===== config.mk =====
export PLATFORM = sky130hd
export DESIGN_NAME = opsched_top
export DESIGN_NICKNAME = d
export VERILOG_FILES = /design/src/rtl/opsched_pkg.sv /design/src/rtl/opsched_width_class.sv /design/src/rtl/opsched_pick.sv /design/src/rtl/opsched_optable.sv /design/src/rtl/opsched_top.sv
export SDC_FILE = /design/constraint.sdc
export NUM_CORES = 2
export LEC_CHECK = 0
export CAP_MARGIN = 20
export CORE_UTILIZATION = 62
export CTS_CLUSTER_SIZE = 20
export DETAILED_ROUTE_END_ITERATION = 10
export PLACE_DENSITY = 0.8
export SYNTH_ARGS = -nofsm -noshare
export SYNTH_HDL_FRONTEND = slang
export SYNTH_SLANG_ARGS = --single-unit
export TNS_END_PERCENT = 100

===== constraint.sdc =====
create_clock -name clk -period 6.3 [get_ports clk]
set_input_delay 1.26 -clock clk [delete_from_list [all_inputs] [get_ports clk]]
set_output_delay 1.26 -clock clk [all_outputs]
set_load 0.01 [all_outputs]

===== src/rtl/opsched_pkg.sv =====
package opsched_pkg;

    typedef enum logic [1:0] {
        PREC_8  = 2'd0,
        PREC_16 = 2'd1,
        PREC_32 = 2'd2
    } prec_e;

    typedef enum logic {
        PH_FILL  = 1'b0,
        PH_DRAIN = 1'b1
    } phase_e;

    localparam int NUM_CLASSES = 3;

    function automatic logic [1:0] clk_code(input logic [1:0] p);
        case (p)
            2'd0:    return 2'b01;
            2'd1:    return 2'b10;
            default: return 2'b11;
        endcase
    endfunction

    function automatic logic [1:0] vdd_code(input logic [1:0] p);
        case (p)
            2'd0:    return 2'b00;
            2'd1:    return 2'b01;
            default: return 2'b10;
        endcase
    endfunction

endpackage


===== src/rtl/opsched_width_class.sv =====
module opsched_width_class
    import opsched_pkg::*;
#(
    parameter int DATA_W  = 32,
    parameter int SMALL_W = 8,
    parameter int MID_W   = 16
) (
    input  logic [DATA_W-1:0] value,
    output logic [1:0]        cls
);

    logic upper_set;
    logic middle_set;

    always_comb begin
        upper_set  = |value[DATA_W-1:MID_W];
        middle_set = |value[MID_W-1:SMALL_W];
        if (upper_set) begin
            cls = PREC_32;
        end else if (middle_set) begin
            cls = PREC_16;
        end else begin
            cls = PREC_8;
        end
    end

endmodule


===== src/rtl/opsched_pick.sv =====
module opsched_pick
    import opsched_pkg::*;
#(
    parameter int DEPTH = 16,
    localparam int IDX_W = $clog2(DEPTH)
) (
    input  logic [DEPTH-1:0]      pend,
    input  logic [DEPTH-1:0][1:0] cls,
    output logic                  any,
    output logic [1:0]            act_cls,
    output logic [IDX_W-1:0]      idx,
    output logic                  group_last,
    output logic                  buf_last
);

    logic [NUM_CLASSES-1:0] has_cls;
    logic [DEPTH-1:0]       match;
    logic [DEPTH-1:0]       others;

    genvar gc;
    generate
        for (gc = 0; gc < NUM_CLASSES; gc++) begin : g_has
            logic [DEPTH-1:0] hit;
            always_comb begin
                for (int i = 0; i < DEPTH; i++) begin
                    hit[i] = pend[i] && (cls[i] == gc[1:0]);
                end
            end
            assign has_cls[gc] = |hit;
        end
    endgenerate

    always_comb begin
        any = |pend;
        if (has_cls[0]) begin
            act_cls = PREC_8;
        end else if (has_cls[1]) begin
            act_cls = PREC_16;
        end else begin
            act_cls = PREC_32;
        end

        for (int i = 0; i < DEPTH; i++) begin
            match[i] = pend[i] && (cls[i] == act_cls);
        end

        idx = '0;
        for (int i = DEPTH - 1; i >= 0; i--) begin
            if (match[i]) begin
                idx = i[IDX_W-1:0];
            end
        end

        group_last = ((match & (match - 1'b1)) == '0);
        others     = pend;
        others[idx] = 1'b0;
        buf_last   = (others == '0);
    end

endmodule


===== src/rtl/opsched_optable.sv =====
module opsched_optable
    import opsched_pkg::*;
(
    input  logic       valid,
    input  logic [1:0] cls,
    output logic [2:0] lane,
    output logic [1:0] clk_sel,
    output logic [1:0] vdd_sel
);

    genvar gl;
    generate
        for (gl = 0; gl < NUM_CLASSES; gl++) begin : g_lane
            assign lane[gl] = valid && (cls == gl[1:0]);
        end
    endgenerate

    always_comb begin
        clk_sel = clk_code(cls);
        vdd_sel = vdd_code(cls);
    end

endmodule


===== src/rtl/opsched_top.sv =====
module opsched_top
    import opsched_pkg::*;
#(
    parameter int DATA_W  = 32,
    parameter int SMALL_W = 8,
    parameter int MID_W   = 16,
    parameter int DEPTH   = 16
) (
    input  logic              clk,
    input  logic              rst_n,
    input  logic              in_valid,
    output logic              in_ready,
    input  logic [DATA_W-1:0] in_a,
    input  logic [DATA_W-1:0] in_b,
    input  logic              flush,
    output logic              out_valid,
    input  logic              out_ready,
    output logic [DATA_W-1:0] out_a,
    output logic [DATA_W-1:0] out_b,
    output logic [1:0]        out_prec,
    output logic [2:0]        out_lane,
    output logic [1:0]        out_clk_sel,
    output logic [1:0]        out_vdd_sel,
    output logic              out_first,
    output logic              out_last
);

    localparam int IDX_W = $clog2(DEPTH);
    localparam int CNT_W = $clog2(DEPTH + 1);
    localparam logic [CNT_W-1:0] LAST_SLOT = CNT_W'(DEPTH - 1);

    typedef struct packed {
        phase_e                        phase;
        logic [CNT_W-1:0]              count;
        logic [DEPTH-1:0]              pend;
        logic [DEPTH-1:0][DATA_W-1:0]  a;
        logic [DEPTH-1:0][DATA_W-1:0]  b;
        logic [DEPTH-1:0][1:0]         cls;
        logic                          issued;
        logic [1:0]                    last_cls;
    } state_t;

    state_t st_d, st_q;

    logic [DATA_W-1:0] opnd [2];
    logic [1:0]        opnd_cls [2];
    logic [1:0]        pair_cls;

    assign opnd[0] = in_a;
    assign opnd[1] = in_b;

    genvar go;
    generate
        for (go = 0; go < 2; go++) begin : g_cls
            opsched_width_class #(
                .DATA_W (DATA_W),
                .SMALL_W(SMALL_W),
                .MID_W  (MID_W)
            ) u_cls (
                .value(opnd[go]),
                .cls  (opnd_cls[go])
            );
        end
    endgenerate

    assign pair_cls = (opnd_cls[0] > opnd_cls[1]) ? opnd_cls[0] : opnd_cls[1];

    logic             pk_any;
    logic [1:0]       pk_cls;
    logic [IDX_W-1:0] pk_idx;
    logic             pk_group_last;
    logic             pk_buf_last;

    opsched_pick #(.DEPTH(DEPTH)) u_pick (
        .pend      (st_q.pend),
        .cls       (st_q.cls),
        .any       (pk_any),
        .act_cls   (pk_cls),
        .idx       (pk_idx),
        .group_last(pk_group_last),
        .buf_last  (pk_buf_last)
    );

    logic in_fire;
    logic out_fire;
    logic start_drain;

    assign in_ready  = (st_q.phase == PH_FILL);
    assign out_valid = (st_q.phase == PH_DRAIN) && pk_any;
    assign in_fire   = in_valid && in_ready;
    assign out_fire  = out_valid && out_ready;

    always_comb begin
        st_d        = st_q;
        start_drain = 1'b0;
        if (st_q.phase == PH_FILL) begin
            if (in_fire) begin
                st_d.a[st_q.count[IDX_W-1:0]]    = in_a;
                st_d.b[st_q.count[IDX_W-1:0]]    = in_b;
                st_d.cls[st_q.count[IDX_W-1:0]]  = pair_cls;
                st_d.pend[st_q.count[IDX_W-1:0]] = 1'b1;
                st_d.count                       = st_q.count + 1'b1;
            end
            start_drain = (in_fire && (st_q.count == LAST_SLOT)) ||
                          (flush && ((st_q.count != '0) || in_fire));
            if (start_drain) begin
                st_d.phase  = PH_DRAIN;
                st_d.issued = 1'b0;
            end
        end else begin
            if (out_fire) begin
                st_d.pend[pk_idx] = 1'b0;
                st_d.issued       = 1'b1;
                st_d.last_cls     = pk_cls;
                if (pk_buf_last) begin
                    st_d.phase = PH_FILL;
                    st_d.count = '0;
                end
            end
        end
    end

    always_ff @(posedge clk or negedge rst_n) begin
        if (!rst_n) begin
            st_q <= '0;
        end else begin
            st_q <= st_d;
        end
    end

    assign out_a     = st_q.a[pk_idx];
    assign out_b     = st_q.b[pk_idx];
    assign out_prec  = out_valid ? pk_cls : 2'd0;
    assign out_first = out_valid && (!st_q.issued || (pk_cls != st_q.last_cls));
    assign out_last  = out_valid && pk_group_last;

    opsched_optable u_optable (
        .valid  (out_valid),
        .cls    (out_prec),
        .lane   (out_lane),
        .clk_sel(out_clk_sel),
        .vdd_sel(out_vdd_sel)
    );

    p_pair_max_r3: assert property (@(posedge clk) disable iff (!rst_n)
        in_valid |-> (pair_cls >= opnd_cls[0]) && (pair_cls >= opnd_cls[1]));

    p_no_intake_r4: assert property (@(posedge clk) disable iff (!rst_n)
        out_valid |-> !in_ready);

    p_full_starts_r5: assert property (@(posedge clk) disable iff (!rst_n)
        (in_fire && st_q.count == LAST_SLOT) |=> out_valid);

    p_flush_starts_r6: assert property (@(posedge clk) disable iff (!rst_n)
        (flush && in_ready && st_q.count != '0) |=> out_valid);

    p_class_order_r7: assert property (@(posedge clk) disable iff (!rst_n)
        (out_valid && st_q.issued) |-> (out_prec >= st_q.last_cls));

    p_lane_onehot_r8: assert property (@(posedge clk) disable iff (!rst_n)
        out_valid |-> ($countones(out_lane) == 1));

    p_lane_idle_r8: assert property (@(posedge clk) disable iff (!rst_n)
        !out_valid |-> (out_lane == 3'b000));

    p_hold_stable_r11: assert property (@(posedge clk) disable iff (!rst_n)
        (out_valid && !out_ready) |=> out_valid && $stable(out_a) &&
                                      $stable(out_b) && $stable(out_prec));

    p_count_bound_r5: assert property (@(posedge clk) disable iff (!rst_n)
        st_q.count <= CNT_W'(DEPTH));

endmodule


==> summary.md <==
| Metric | Value |
|---|---|
| Status | finished, final reports clean |
| Root Driver | clkbuf_16 |
| Pleak | 32.0 nW |
| Worst-skew pair later-pin latency | 0.68 ns |
| Tot GR Track Use | 35.4% |
| Synth Instances | 4,514 |
| Synth Cell Area | 51,200 um2 |
| PwrDens | 231 nW/um2 |
| Final Cell Area | 59,700 um2 |
| Setup slack after layout | slightly above 0.06 ns |
| DP HPWL | 80,800 um |
| Met2 Resource Use GR | 55.4% |
| Post-synthesis xor/xnor area fraction | 0% |
| Yosys cell types | 78 |
| Tcrit/Tclk final | just under 100% |
| Via count | around 38,000 |
| Final hold violation count | 0 |
| Post-synth ARST share | 100% |
| Total Wirelength | 150,000 um |
| Rel. slew slack | a little under a fifth |
| P&R area growth vs syn | 16.7% |
| WL/cell | 25.9 um |
| DRC | 0 |
| Post-cts hold buffer count | 0 |
| Max Fclk | 160 MHz |
| Adder-Cell Fraction of Synth Area | 0.254% |
| Crit path buf inv count | 7 |
| Mux share of post-synthesis cell area | 27.5% |
| Number of flops mapped to enable cells by yosys | 0 |
| Min Tclk post-route | between 6 and 7 ns |
| Met1 Resource Use GR | approximately 49% |
| Largest family of logic cells by synthesized area | multiplexers |
| Top cells by area, synth | dfrtp_1 (53%), mux2_2 (23%), nand2_1 (6.3%) |
| Most common cell on crit path | buf_4 |
| Most numerous cell in the Yosys netlist | dfrtp_1 |
| Routability cong. | ~1 |
| Synth Area in Simple Gates | 13.9% |
| Dominant synthesized flop cell | dfrtp_1 |
| Chip height | a little under 300 um |
| Busiest grt layer | met2 |
| Critical path endpoint category | primary output |
| Max FO, Critical Path | 28 |
| Largest net degree at the start of global routing | around 200 |
| Initial antenna violation count | 11 |
| Core area | between 80,000 and 90,000 um2 |
| Die Footprint | 83,700 um2 |
| Syn Nets | about 4,600 |
| Cell family with most CP delay | buffers and inverters |
| Placed cell areas | about 55,000 um2 |
| Worst slew pin tran | around 1.2 ns |
| Hold WC Path Type | flop to flop |
| IO Pins | approximately 150 |
| Req. time, crit path | 5.04 ns |
| Clock Tree Buf Depth | 3 |
| Setup-failing EPs final | 0 |
| CP max stage delay | between 0.5 and 0.6 ns |
| Initial Utilization | a little over three fifths |
| H-tree levels | 3 |
| Top cell type's share of synthesized area | 52.9% |
| Initial DRC Count | 3,866 |
| Filler cells | 5,272 |
| Compound-gate portion of the synthesized area | 2.41% |
| Max cap viols | 0 |
| Row cnt | 104 |
| Avg Synthesized Cell Area | 11.3 um2 |
| Final setup skew | 0.0244 ns |
| Slew Limit Fails | 0 |
| Yosys reg bits | 1,081 |
| Vias in the first global route | 37,900 |
| Die width | 289 um |
| Hold_ws | 0.502 ns |
| Slowest-stage cell, CP | or4_4 |
| Critical path class | flop to primary output |
| Vias per Instance | 6.53 |
| Met3 Usage GRT | under 10% |
| CTS Buf Count | 108 |
| Port Buffers | around 150 |
| Setup slack at placement | 0.0800 ns |
| Top cells by count, synth | dfrtp_1 (1,081), mux2_2 (1,024), nand2_1 (859) |
| Reg clk slew, reported paths | 0.06 ns |
| Crit-path cells | buf_4 -> and3_1 -> or4_4 -> buf_6 -> o31a_1 -> o32ai_4 -> buf_12 -> nand2b_1 -> o311ai_4 -> buf_4 -> a21oi_4 -> buf_4 -> bufbuf_16 -> nand2_1 -> nand3_1 -> nand4_1 -> clkdlybuf4s15_1 |
| Sequential area share after synthesis | 52.9% |
| Gr ovfl total | 0 |
| CTS sink cnt | 1,081 |
| Final ANT Viol Nets | 0 |
| Post-synth top area cell | dfrtp_1 |
| First-pass GRT wire length | 226,000 um |
| Layout net count | 4,738 |
| VDD IR max | 214 uV |
| Worst Path Arrival | 4.98 ns |
| Ys Warns | 0 |
| DR pass1 iterations | 5 |
| CTS tree | built |
| Layout cells sized above 1 | around a third |
| Type of origin of the critical path | flop |
==> report_power, final <==
group,switching (mW),internal (mW)
registers,0.000159,6.94
clock network,2.75,3.83
logic,0.239,0.0539
==> path summary, 6_finish.rpt <==
check / start / to / slack, ns / cells past startpoint
min in group asynchronous: rst_n / asynchronous set/reset pin / 0.58 / 1
max in group asynchronous: rst_n / asynchronous set/reset pin / 4.17 / 2
worst max-delay path: st_q[1062] / out_b[28] / 0.06 / 17
worst min-delay path: flop / flop / 0.50 / 1
worst min register to register: flop / flop / 0.50 / 1
worst max register to register: flop / st_q[1077] / 1.48 / 15
==> stage by stage <==
stage | total power, mW | util, % | setup TNS, ns | instances
CTS | 13.8 | 72.7 | -0.707 | 5748
detailed placement | 7.37 | 67.4 | 0 | 5528
global route | 14.2 | 73.7 | -0.0283 | 5807
global placement | 7.37 | 67.4 | 0 | 5526
finish | 13.8 | 73.7 | 0 | 5808
floorplan | 7.12 | - | 0 | 4514
==> cell usage in the layout (no fill, tap or decap), types with 17 or more instances in the layout <==
cell	n
clkbuf_1	20
clkdlybuf4s50_1	80
dfrtp_1	1078
nor4_1	17
buf_12	45
clkinv_2	23
buf_4	168
clkbuf_16	119
nor3b_1	17
mux2i_1	250
nor2_1	23
inv_1	28
nand2_1	842
nand3_1	522
clkbuf_8	22
mux2_2	1024
dlygate4sd2_1	40
nand4_1	69
o21ai_0	60
==> logic make-up (layout without fill, tap and decap cells) <==
group	count (synthesis)	in the layout
DFF	1081	1081
other	0	8
adders and majority gates	11	11
muxes	1279	1279
AOI/OAI and AO/OA	173	174
buffers and inverters	393	618
and+or+nand+nor	1577	1577
==> layer usage <==
layer  up-vias  wire length, um
li1      16200                -
met1     19400            60500
met2      1896            70500
met3       384            13500
met4         8             5760
met5         -               53
==> worst reg2reg max path, stage by stage (launching register included) <==
cell,delay [ns]
dfrtp_1,0.44
nand2b_2,0.22
o2111ai_2,0.17
nor4_4,0.44
a21oi_1,0.15
buf_4,0.18
a32oi_1,0.60
nand3b_1,0.22
buf_4,0.22
nor4_4,0.45
buf_12,0.26
buf_12,0.26
nand3_1,0.12
a221o_1,0.34
nor4_4,0.47
o21ai_1,0.15
==> layout make-up <==
cell class	instances	area [um2]	area share [%]
sequential	1081	27100	45.3
multi-input combinational	3041	23100	38.6
timing repair buffer	398	4570	7.65
clock buffer	151	3110	5.20
tap	1060	1330	2.22
clock inverter	38	468	0.784
inverter	31	116	0.195
antenna	8	20.0	0.0335
==> repair_timing <==
| action | CTS | global route |
|---|---|---|
| resized for setup | 93 | 64 |
| cloned | 10 | 10 |
| setup buffers | 21 | 41 |
| pin swaps | 19 | 24 |
| setup endpoints to repair | 65 | 65 |
(Power assumes the default switching activity.)
